### src/rtl/ctx_stack_pkg.sv
// Package: context stack field widths, field positions and the mask-to-field expansion.
// Assumes the field order defined here is the one the register file packs onto the bus.
package ctx_stack_pkg;
    localparam int PC_W    = 15;
    localparam int TAB_W   = 16;
    localparam int BLO_W   = 4;
    localparam int BHI_W   = 2;
    localparam int WRP_W   = 4;
    localparam int ROM_W   = 4;
    localparam int PAGE_W  = 3;
    localparam int ACC_W   = 4;
    localparam int CF_W    = 1;
    localparam int CTX_W   = PC_W + TAB_W + BLO_W + BHI_W + WRP_W + ROM_W + PAGE_W + ACC_W + CF_W;
    localparam int MASK_W  = 7;
    localparam int LOAD_W  = MASK_W + 1;

    localparam int CF_LSB  = 0;
    localparam int ACC_LSB = CF_LSB + CF_W;

    typedef struct packed {
        logic [PC_W-1:0]   pc;
        logic [TAB_W-1:0]  tab;
        logic [BLO_W-1:0]  bank_lo;
        logic [BHI_W-1:0]  bank_hi;
        logic [WRP_W-1:0]  wr_page;
        logic [ROM_W-1:0]  rom_page;
        logic [PAGE_W-1:0] ram_page;
        logic [ACC_W-1:0]  acc;
        logic [CF_W-1:0]   cf;
    } ctx_t;

    // Expand a restore mask into a per-bit keep vector; the PC is always kept.
    function automatic ctx_t keep_vector(input logic [MASK_W-1:0] m);
        ctx_t k;
        k.pc       = '1;
        k.tab      = {TAB_W{m[0]}};
        k.bank_lo  = {BLO_W{m[1]}};
        k.bank_hi  = {BHI_W{m[1]}};
        k.wr_page  = {WRP_W{m[2]}};
        k.rom_page = {ROM_W{m[3]}};
        k.ram_page = {PAGE_W{m[4]}};
        k.acc      = {ACC_W{m[5]}};
        k.cf       = {CF_W{m[6]}};
        return k;
    endfunction
endpackage

### src/rtl/ctx_stack_ptr.sv
// Module: wrapping stack pointer. Holds the index of the next free slot.
// Assumes DEPTH is a power of two, so pointer arithmetic wraps at the buffer size.
// Push writes at the pointer; pop reads one below it; push+pop rewrites the top in place.
module ctx_stack_ptr #(
    parameter int DEPTH = 16,
    localparam int PTR_W = $clog2(DEPTH)
) (
    input  logic             clk,
    input  logic             rst_n,
    input  logic             push,
    input  logic             pop,
    output logic [PTR_W-1:0] wr_idx,
    output logic [PTR_W-1:0] rd_idx,
    output logic [PTR_W-1:0] level
);
    logic [PTR_W-1:0] sp_q;
    logic [PTR_W-1:0] top_idx;

    // Top-of-stack slot, wrapping below slot 0.
    always_comb top_idx = sp_q - PTR_W'(1);

    // Write slot: the top when replacing, the free slot otherwise.
    always_comb begin
        rd_idx = top_idx;
        wr_idx = pop ? top_idx : sp_q;
        level  = sp_q;
    end

    // Pointer update: up on push, down on pop, unchanged on both or neither.
    always_ff @(posedge clk) begin
        if (!rst_n) begin
            sp_q <= '0;
        end else begin
            unique case ({push, pop})
                2'b10:   sp_q <= sp_q + PTR_W'(1);
                2'b01:   sp_q <= top_idx;
                default: sp_q <= sp_q;
            endcase
        end
    end
endmodule

### src/rtl/ctx_stack_mem.sv
// Module: register array holding the saved contexts, one register per slot.
// Assumes a single write port and a combinational read; contents clear on reset.
module ctx_stack_mem #(
    parameter int DEPTH = 16,
    parameter int WIDTH = 53,
    localparam int PTR_W = $clog2(DEPTH)
) (
    input  logic             clk,
    input  logic             rst_n,
    input  logic             wr_en,
    input  logic [PTR_W-1:0] wr_idx,
    input  logic [WIDTH-1:0] wr_data,
    input  logic [PTR_W-1:0] rd_idx,
    output logic [WIDTH-1:0] rd_data
);
    logic [WIDTH-1:0] slot_q [DEPTH];

    for (genvar s = 0; s < DEPTH; s++) begin : g_slot
        // Slot storage: load when selected by a push.
        always_ff @(posedge clk) begin
            if (!rst_n) begin
                slot_q[s] <= '0;
            end else if (wr_en && (wr_idx == PTR_W'(s))) begin
                slot_q[s] <= wr_data;
            end
        end
    end

    // Read port: the slot selected by the pointer.
    always_comb rd_data = slot_q[rd_idx];
endmodule

### src/rtl/ctx_stack_restore.sv
// Module: restore stage. Registers the popped entry with unselected groups zeroed,
// and raises one load strobe per selected group for one cycle.
// Assumes the register file loads a group only while its strobe is high.
module ctx_stack_restore
    import ctx_stack_pkg::*;
(
    input  logic              clk,
    input  logic              rst_n,
    input  logic              pop,
    input  logic [MASK_W-1:0] mask,
    input  logic [CTX_W-1:0]  rd_data,
    output logic [CTX_W-1:0]  rest_ctx,
    output logic [LOAD_W-1:0] load
);
    logic [CTX_W-1:0] keep;

    // Bit-level keep vector from the restore mask.
    always_comb keep = keep_vector(mask);

    // Output data: captured on a pop, held otherwise.
    always_ff @(posedge clk) begin
        if (!rst_n) begin
            rest_ctx <= '0;
        end else if (pop) begin
            rest_ctx <= rd_data & keep;
        end
    end

    // Load strobes: PC plus the masked groups, for one cycle only.
    always_ff @(posedge clk) begin
        if (!rst_n) begin
            load <= '0;
        end else begin
            load <= pop ? {mask, 1'b1} : '0;
        end
    end
endmodule

### src/rtl/ctx_stack.sv
// Module: context stack top. Circular LIFO of full processor contexts with a
// masked restore. Never refuses a push; an overflow overwrites the oldest entry.
// Assumes DEPTH is a power of two.
module ctx_stack
    import ctx_stack_pkg::*;
#(
    parameter int DEPTH = 16
) (
    input  logic              clk,
    input  logic              rst_n,
    input  logic              push_i,
    input  logic [CTX_W-1:0]  push_ctx_i,
    input  logic              pop_i,
    input  logic [MASK_W-1:0] pop_mask_i,
    output logic [CTX_W-1:0]  rest_ctx_o,
    output logic [LOAD_W-1:0] load_o
);
    localparam int PTR_W = $clog2(DEPTH);

    logic [PTR_W-1:0] wr_idx;
    logic [PTR_W-1:0] rd_idx;
    logic [PTR_W-1:0] sp_lvl;
    logic [CTX_W-1:0] rd_data;

    ctx_stack_ptr #(.DEPTH(DEPTH)) u_ptr (
        .clk    (clk),
        .rst_n  (rst_n),
        .push   (push_i),
        .pop    (pop_i),
        .wr_idx (wr_idx),
        .rd_idx (rd_idx),
        .level  (sp_lvl)
    );

    ctx_stack_mem #(.DEPTH(DEPTH), .WIDTH(CTX_W)) u_mem (
        .clk     (clk),
        .rst_n   (rst_n),
        .wr_en   (push_i),
        .wr_idx  (wr_idx),
        .wr_data (push_ctx_i),
        .rd_idx  (rd_idx),
        .rd_data (rd_data)
    );

    ctx_stack_restore u_rest (
        .clk      (clk),
        .rst_n    (rst_n),
        .pop      (pop_i),
        .mask     (pop_mask_i),
        .rd_data  (rd_data),
        .rest_ctx (rest_ctx_o),
        .load     (load_o)
    );
endmodule

### config.mk
export PLATFORM = sky130hd
export DESIGN_NAME = ctx_stack
export DESIGN_NICKNAME = d
export VERILOG_FILES = /design/src/rtl/ctx_stack_pkg.sv /design/src/rtl/ctx_stack_ptr.sv /design/src/rtl/ctx_stack_mem.sv /design/src/rtl/ctx_stack_restore.sv /design/src/rtl/ctx_stack.sv
export SDC_FILE = /design/constraint.sdc
export NUM_CORES = 1
export LEC_CHECK = 0
export BUFFER_PORTS_ARGS = -buffer_cell sky130_fd_sc_hd__buf_2
export CAP_MARGIN = 20
export CORE_ASPECT_RATIO = 0.75
export CORE_MARGIN = 5
export CORE_UTILIZATION = 30
export CTS_CLUSTER_SIZE = 14
export DETAILED_ROUTE_END_ITERATION = 12
export GPL_TIMING_DRIVEN = 0
export PLACE_DENSITY = 0.53
export SYNTH_ARGS = -nofsm -noshare
export SYNTH_HDL_FRONTEND = slang
export SYNTH_SLANG_ARGS = --single-unit
### constraint.sdc
create_clock -name clk -period 18.5 [get_ports clk]
set_input_delay 5.55 -clock clk [delete_from_list [all_inputs] [get_ports clk]]
set_output_delay 5.55 -clock clk [all_outputs]
set_load 0.005 [all_outputs]
# [Word level (Yosys, flattened, before mapping)]
# Memory sizes are Yosys's and may differ from the RTL's.
# Index checks and enable logic that the tools add are counted.
[op_classes] reduce_logical=19 mux=68 eq_ne=17 n_addsub=2 bitwise_logic=17
[ops] operator="$mux W53" n=16
[ops] operator="$and A53 B53 Y53" n=1
[ops] operator="$mux W1" n=50
[ops] operator="$eq A4 B4 Y1 const B" n=8
[ops] operator="$eq A4 B3 Y1 const B" n=4
[ops] operator="$logic_and A1 B1 Y1" n=16
[ops] operator="$or A1 B1 Y1" n=16
[ops] operator="$eq A4 B2 Y1 const B" n=2
[ops] operator="$pmux W4 S2" n=1
[ops] operator="$add A4 B1 Y4 const B" n=1
[ops] operator="$eq A4 B1 Y1 const B" n=1
[ops] operator="$logic_not A4 Y1" n=1
[ops] operator="$mux W4" n=1
[ops] operator="$sub A4 B1 Y4 const B" n=1
[ops] operator="$eq A2 B1 Y1 const B" n=1
[ops] operator="$eq A2 B2 Y1 const B" n=1
[ops] operator="$reduce_and A2 Y1" n=1
[ops] operator="$reduce_bool A2 Y1" n=1
[word_totals] reg_bits=65 elab_cells=128 ramBits=848 input_bits=64 mem_count=1
[memory_table] memory="u_mem.slot_q" depth=16 width=53 rd=1 rd_ports_with_merged_regs=0 write_ports=16 line_no="ctx_stack_mem.sv:16" source="logic [WIDTH-1:0] slot_q [DEPTH];"

# [Depth between registers and ports, before layout]
# Gate-level depths: netlist of run 1.
[depth] word_depth=8 depth_mapped=12

# [By module]
# From an unflattened synthesis of run 1, not the netlist that was laid out.
[unflattened] hier_cells=2597 area_unflattened_um2=40329.9
[modules_own_cells] module="ctx_stack_mem" cells_each=2322 seq_area_each_um2=25464.4 area_each_um2=37661.1 n_inst=1
[modules_own_cells] module="ctx_stack_restore" cells_each=237 seq_area_each_um2=1221.2 area_each_um2=2354.8 n_inst=1
[modules_own_cells] module="ctx_stack_ptr" cells_each=38 seq_area_each_um2=80.1 area_each_um2=314.1 n_inst=1

# [Worst setup path before layout of run 1]
# Ideal clock, no wire load.
[synth_path] kind="input -> register" startpoint="in pop_i" endpoint="mem u_mem.slot_q[13][0], enable pin" path_buffers=1 slack_ns=7.791 stages=5 required_ns=17.963 arrival_ns=10.172 setup_time_ns=0.537 path_cell_list="buf_2 nand2_1 nand3_1 and2_1 o21ai_0"
[synth_rtl] element="from (decl)" line_no="ctx_stack.sv:13" source="input logic pop_i,"
[synth_rtl] element="to (decl)" line_no="ctx_stack_mem.sv:16"

==> flow_summary.toml, run 1 <==
[status]
status = "finished, final reports clean"

[sta]
fin_crit_ns = 8.522
hold_violations = 0
slew_headroom_pct = 22.09
setup_tns_ns = 0
max_freq_ghz = 0.1173
fin_crit_sh_pct = 46.07
timing.final.max_slew_violations = 0
setup_viol = 0
rsz0062_at_grt = "false"
clock_skew_ns = 0.02943
worstMarginPinSlew_ns = 1.167
holdWs_ns = 0.4722

[placement]
hpwl_microns = 94300
gp_congestion = 0.7779
io_buffers = 124
dp_cells = 4436

[power]
vdd_ir_drop_max_uv = 75.25
internal_power_mw = 3.924
netSwitchingPower_mw = 1.581
p_sw_share_pct = 28.72
clkPwrFrac_pct = 35.7
p_comb_share_pct = 20.1
pwr-share-seq_pct = 44.2
power.density_mw_per_mm2 = 113.6
leakagePower_nw = 16.46
power_mw = 5.505

[worst_setup_path]
path_cells = "buf_2 > buf_2 > clkinv_1 > a2bb2oi_1 > buf_6 > buf_2 > buf_2 > o21ai_4 > buf_16 > buf_16"
cpPeakStageDelay_ns = 0.73
worstPathMaxFanout = 18
startpoint_type = "input port"
r2r_start = "u_ptr.level[0]$_SDFFE_PN0P_"
crit_type = "input port to flop"
startpoint = "pop_i"
cp-end-kind = "flop"
cp.arrival_ns = 8.91
slowest_stage = "o21ai_4"
r2r_end = "u_mem.slot_q[8][30]$_SDFFCE_PN0P_"
cp.buffers_inverters = 8
cp_num_cells = 10
r2r_slack_ns = 13.24
worstPathRequired_ns = 18.88
cpMostUsedCell = "buf_2"
critPathTopFamily = "buffers and inverters"
cp-endpoint = "u_mem.slot_q[8][30]$_SDFFCE_PN0P_"
r2r_cells = 15

[route]
wirelength_microns = 134000
vias = 24200
initialDrtViolationCount = 2914
drt.antenna.violating_nets = 0
avgRoutedWirePerCell_microns = 28.97
first_pass_iters = 5
drc = 0
vias_per_cell = 5.233

[clock_network]
clk_pin_slew_ns = 0.06
clk_latency_ns = 0.71
numCtsBuffers = 94
cts_sinks = 913
hold_buffers = 0
clockBufferDepth = 3
cts_setup_buffers = 0
htreeDepth = 3
clockRootBuffer = "clkbuf_16"
tritoncts = "done"
cts_resized = 0

[finish]
post-route-util_pct = 35.68
stdcell_count = 4625
syn2layout_area_growth_pct = 18.16
drive_gt1_share_pct = 25.13
layout.nets = 2819

[synthesis]
yosysMostFrequentCell = "edfxtp_1"
synth_edf_count = 848
syn-cell-area_sq_mm = 0.04103
netlist_top_cells_area = "edfxtp_1 (62%), mux4_2 (14%), nor3b_1 (7.8%)"
syn-num-nets = 2539
synth_top_cell_by_area = "edfxtp_1"
ys_seq_elements = 913
ys.flop_type = "edfxtp_1"
synthTopCellsByCount = "edfxtp_1 (848), and2_1 (429), nor3b_1 (427)"
synth_cell_type_count = 43
async_flop_share_pct = 0
ys_warn_count = 0
syn_inst = 2472
synth_top_area_share_pct = 62.07
synth_area_per_cell_sq_um = 16.60
yosysSeqAreaShare_pct = 65.24

[global_route]
grt_usage_pct = 18.39
grt_antenna_before_repair = 24
use_met3_pct = 4.586
grt.busiest_layer = "met2"
grt_overflow = 0
grt_pass1_wl_microns = 190000
grt_max_degree = 22
grtUsageMet2_pct = 27.82
grt_pass1_vias = 24580
grt.met1_usage_pct = 26.45

[min_path]
hp-class = "flop to flop"

[die]
boundaryPins = 125
placementRows = 117
die_area_sq_mm = 0.1443
die-height_microns = 330.3
dieWidth_microns = 437.0
core_region_area_sq_mm = 0.1359
start_util_pct = 30.20

[run]
maxCapViolCount = 0
-- power by group through the flow --
stage | Sequential (mW) | Clock [mW] | Combinational, mW
floorplan | 2.48 | 0 | 0.605
global placement | 2.51 | 0 | 1.04
detailed placement | 2.48 | 0 | 1.10
CTS | 2.43 | 2.00 | 1.10
global route | 2.44 | 2.08 | 1.16
finish | 2.43 | 1.97 | 1.11
-- per-layer routing --
layer	share of wire [%]	vias to the layer above
met4	2.5	2
met2	44	1053
met5	0.0097	-
met1	45	12830
li1	-	10130
met3	8.4	185
-- cell families after synthesis --
family	count (synthesis)	share of synthesized area (%)
flops	913	65.24
simple gates	903	15.01
mux	281	14.48
buf+inv	273	3.199
compound gates	94	1.873
xor+xnor	5	0.1067
fa+ha+maj	3	0.09150
-- how the worst min path moves through the flow --
stage,end,cells after the start,from,slack (ns)
floorplan,u_rest.rest_ctx[11]$_SDFFE_PN0P_,1,u_rest.rest_ctx[11]$_SDFFE_PN0P_,0.47
global placement,u_rest.rest_ctx[11]$_SDFFE_PN0P_,1,u_rest.rest_ctx[11]$_SDFFE_PN0P_,0.46
detailed placement,u_rest.rest_ctx[11]$_SDFFE_PN0P_,1,u_rest.rest_ctx[11]$_SDFFE_PN0P_,0.46
CTS,u_rest.rest_ctx[11]$_SDFFE_PN0P_,1,u_rest.rest_ctx[11]$_SDFFE_PN0P_,0.47
global route,u_rest.rest_ctx[29]$_SDFFE_PN0P_,1,u_rest.rest_ctx[29]$_SDFFE_PN0P_,0.48
finish,u_rest.rest_ctx[11]$_SDFFE_PN0P_,1,u_rest.rest_ctx[11]$_SDFFE_PN0P_,0.47
-- state kept, by name, indices dropped and copies added, names as in the netlist --
name,cells
u_rest.rest_ctx,53
u_mem.slot_q,848
u_rest.load,8
u_ptr.level,4
-- per-stage QoR --
step,setup WS (ns),cell area (sq um)
4_1_cts,9.997,48410
6_report,9.978,48480
2_1_floorplan,7.791,41030
5_1_grt,9.930,48460
3_5_place_dp,9.261,45290
3_3_place_gp,1.211,43880
-- layout make-up --
| class | instances | area, sq um |
|---|---|---|
| clock inverters | 53 | 596.8 |
| well taps | 1785 | 2233 |
| inverters | 11 | 41.29 |
| multi-input cells | 1286 | 13130 |
| fillers | 12890 | 87380 |
| diodes | 11 | 27.53 |
| plain buffers | 262 | 1271 |
| clock buffers | 120 | 2521 |
| flip-flops and latches | 913 | 26770 |
| repair buffers | 184 | 1886 |
-- layout by cell type (no fill, tap or decap), types with 9 or more instances in the layout --
cell type,netlist,layout
diode_2,0,11
buf_2,77,205
buf_16,0,26
edfxtp_1,848,848
o221ai_1,15,15
clkbuf_1,149,169
buf_4,9,9
clkbuf_16,0,95
nand2_1,9,9
inv_1,10,10
mux2i_1,31,31
buf_6,21,24
a22o_1,39,39
and2_1,429,429
clkinv_1,1,17
dfxtp_1,65,65
bufinv_16,0,10
mux4_2,250,250
nor3b_1,427,427
nand3_1,16,16
buf_12,0,18
buf_8,0,9
clkinv_2,0,15
o21ai_4,0,16
Note: power is estimated with default switching activity, not from simulation.
==> inputs of run 2 (changes only) <==
--- a/config.mk
+++ b/config.mk
@@ -5,6 +5,7 @@
 export SDC_FILE = /design/constraint.sdc
 export NUM_CORES = 1
 export LEC_CHECK = 0
+export ABC_AREA = 1
 export BUFFER_PORTS_ARGS = -buffer_cell sky130_fd_sc_hd__buf_2
 export CAP_MARGIN = 20
 export CORE_ASPECT_RATIO = 0.75
@@ -13,7 +14,7 @@
 export CTS_CLUSTER_SIZE = 14
 export DETAILED_ROUTE_END_ITERATION = 12
 export GPL_TIMING_DRIVEN = 0
-export PLACE_DENSITY = 0.53
+export PLACE_DENSITY = 0.55
 export SYNTH_ARGS = -nofsm -noshare
 export SYNTH_HDL_FRONTEND = slang
 export SYNTH_SLANG_ARGS = --single-unit
==> constraint.sdc (replaced) <==
create_clock -name clk -period 7 [get_ports clk]
set_input_delay 2.1 -clock clk [delete_from_list [all_inputs] [get_ports clk]]
set_output_delay 2.1 -clock clk [all_outputs]
set_load 0.005 [all_outputs]
==> flow_summary.toml, run 2 <==
[status]
status = "finished, final reports clean"

[run]
maxCapViolCount = 0

[clock_network]
cts_setup_buffers = 0
cts_resized = 0
cts_sinks = 913
tritoncts = "done"
numCtsBuffers = 93
clk_pin_slew_ns = 0.06
clk_latency_ns = 0.72
hold_buffers = 0
clockBufferDepth = 3
clockRootBuffer = "clkbuf_16"
htreeDepth = 3

[sta]
slew_headroom_pct = 21.82
setup_viol = 0
hold_violations = 0
fin_crit_ns = 5.299
fin_crit_sh_pct = 75.70
final.setup.worst_slack_ns = 1.701
holdWs_ns = 0.4627
timing.final.max_slew_violations = 0
clock_skew_ns = 0.03106
rsz0062_at_grt = "false"
worstMarginPinSlew_ns = 1.173
max_freq_ghz = 0.1887

[finish]
largestRegisters = "u_mem.slot_q: 848 flops, u_rest.rest_ctx: 53 flops, u_rest.load: 8 flops"
drive_gt1_share_pct = 11.65
largest_reg_flops = 848
mostFrequentLayoutCell = "nor2_1"
syn2layout_area_growth_pct = 15.62
postLayoutCellArea_sq_mm = 0.04743
layout.nets = 4503
regMostFlops = "u_mem.slot_q"
final_cell_mix = "nor2_1 (1045), edfxtp_1 (848), nand2_1 (755)"

[route]
vias = 32200
initialDrtViolationCount = 4845
drc = 0
vias_per_cell = 5.110
wirelength_microns = 150200
first_pass_iters = 6
drt.antenna.violating_nets = 0
avgRoutedWirePerCell_microns = 23.83

[synthesis]
syn_inst = 4200
yosysSeqAreaShare_pct = 65.25
synth_top_area_share_pct = 62.08
ys_seq_elements = 913
synth_edf_count = 848
ys.flop_type = "edfxtp_1"
synth_area_per_cell_sq_um = 9.767
syn-cell-area_sq_mm = 0.04102
synth_cell_type_count = 29
ys_warn_count = 0
netlist_top_cells_area = "edfxtp_1 (62%), nor2_1 (9.6%), nand3_1 (7.2%)"
synth_top_cell_by_area = "edfxtp_1"
syn-num-nets = 4267
synthTopCellsByCount = "nor2_1 (1045), edfxtp_1 (848), nand2_1 (771)"
async_flop_share_pct = 0
yosysMostFrequentCell = "nor2_1"

[placement]
gp_congestion = 0.8775
postPlaceCellArea_sq_mm = 0.04435
io_buffers = 124
pre_cts_slack_ns = 1.408
hpwl_microns = 105600

[die]
core_region_area_sq_mm = 0.1359
start_util_pct = 30.20
die-height_microns = 330.2
placementRows = 117
dieWidth_microns = 437.0
boundaryPins = 125
die_area_sq_mm = 0.1443

[min_path]
hp-class = "flop to flop"
hold_start = "u_rest.rest_ctx[4]$_SDFFE_PN0P_"
holdPathStages = 2
holdPathEnd = "u_rest.rest_ctx[4]$_SDFFE_PN0P_"

[global_route]
grt_pass1_vias = 29350
grt_max_degree = 54
grt_overflow = 0
grt_pass1_wl_microns = 211700
grt_antenna_before_repair = 3
grt_usage_pct = 20.24

[power]
vdd_ir_drop_max_uv = 182.0
leakagePower_nw = 18.94
power_mw = 14.21
power.density_mw_per_mm2 = 299.5

[worst_setup_path]
critPathTopFamily = "buffers and inverters"
path_cells = "buf_2 > inv_2 > buf_2 > buf_2 > clkbuf_1 > ha_1 > clkbuf_1 > inv_1 > clkbuf_1 > clkbuf_1 > o21ai_0 > nand3_1 > nand3_1 > nand3_1 > nand2_1"
r2r_slack_ns = 1.70
startpoint_type = "flop"
worstPathRequired_ns = 7.60
slowest_stage = "clkbuf_1"
cp.buffers_inverters = 9
worstPathMaxFanout = 11
cp-end-kind = "flop"
crit_type = "flop to flop"
cp.arrival_ns = 5.90
cpMostUsedCell = "clkbuf_1"
cpPeakStageDelay_ns = 0.82
r2r_end = "u_rest.rest_ctx[32]$_SDFFE_PN0P_"
r2r_cells = 15
r2r_start = "u_ptr.level[0]$_SDFFE_PN0P_"
-- run 2: metal layers --
metal,share of wire (%),vias to the layer above,global-route usage [%]
li1,-,14400,-
met1,44,15660,30.34
met2,41,1922,28.81
met3,13,208,5.864
met4,2.2,2,4.499
met5,0.0087,-,0
-- run 2: cell families after synthesis --
| logic type | after synthesis | share of synthesized area, % |
|---|---|---|
| buffers and inverters | 550 | 6.106 |
| flip-flops | 913 | 65.25 |
| XOR/XNOR | 2 | 0.06102 |
| adder cells (fa/ha/maj) | 3 | 0.09152 |
| AND/OR/NAND/NOR | 2482 | 25.40 |
| AO/OA/AOI/OAI | 250 | 3.093 |
-- run 2: layout make-up --
class	count	area [sq um]
clock inverters	47	483.0
fillers	13820	88420
inverters	222	833.3
repair buffers	141	1001
clock buffers	127	2567
multi-input cells	2737	11870
well taps	1785	2233
flip-flops and latches	913	26770
plain buffers	328	1672
diodes	1	2.502
-- run 2: how the worst max path moves through the flow --
stage | from | to | slack [ns] | cells after the start
after floorplan | rst_n | u_mem.slot_q[13][0]$_SDFFCE_PN0P_ | 2.30 | 5
after global placement | rst_n | u_mem.slot_q[12][22]$_SDFFCE_PN0P_ | -0.07 | 5
after detailed placement | rst_n | u_mem.slot_q[6][7]$_SDFFCE_PN0P_ | 1.41 | 6
after CTS | u_ptr.level[0]$_SDFFE_PN0P_ | u_rest.rest_ctx[32]$_SDFFE_PN0P_ | 1.80 | 15
after global routing | u_ptr.level[0]$_SDFFE_PN0P_ | u_rest.rest_ctx[28]$_SDFFE_PN0P_ | 1.60 | 14
final | u_ptr.level[0]$_SDFFE_PN0P_ | u_rest.rest_ctx[32]$_SDFFE_PN0P_ | 1.70 | 15
-- run 2: worst reg2reg max path, stage by stage, from the launching register on --
cell and delay (ns):
dfxtp_1 0.31, buf_2 0.19, inv_2 0.07, buf_2 0.36, buf_2 0.39, clkbuf_1 0.41
ha_1 0.33, clkbuf_1 0.49, inv_1 0.20, clkbuf_1 0.82, clkbuf_1 0.74, o21ai_0 0.28
nand3_1 0.15, nand3_1 0.15, nand3_1 0.25, nand2_1 0.07
-- run 2: where the power goes --
group	leakage, nW	total, mW	switching (mW)	internal (mW)
registers	9.33	6.42	0.105	6.32
logic	8.12	2.68	2.05	0.632
clock network	1.49	5.10	2.26	2.85
total	18.9	14.2	4.41	9.80
-- run 2: per-stage QoR --
step | setup TNS (ns) | instances | util (%)
finish | 0 | 6301 | 34.91
detailed placement | 0 | 6124 | 32.65
floorplan | 0 | 4200 | -
CTS | 0 | 6298 | 34.89
global placement | -6.661 | 6109 | 32.30
global route | 0 | 6300 | 34.91
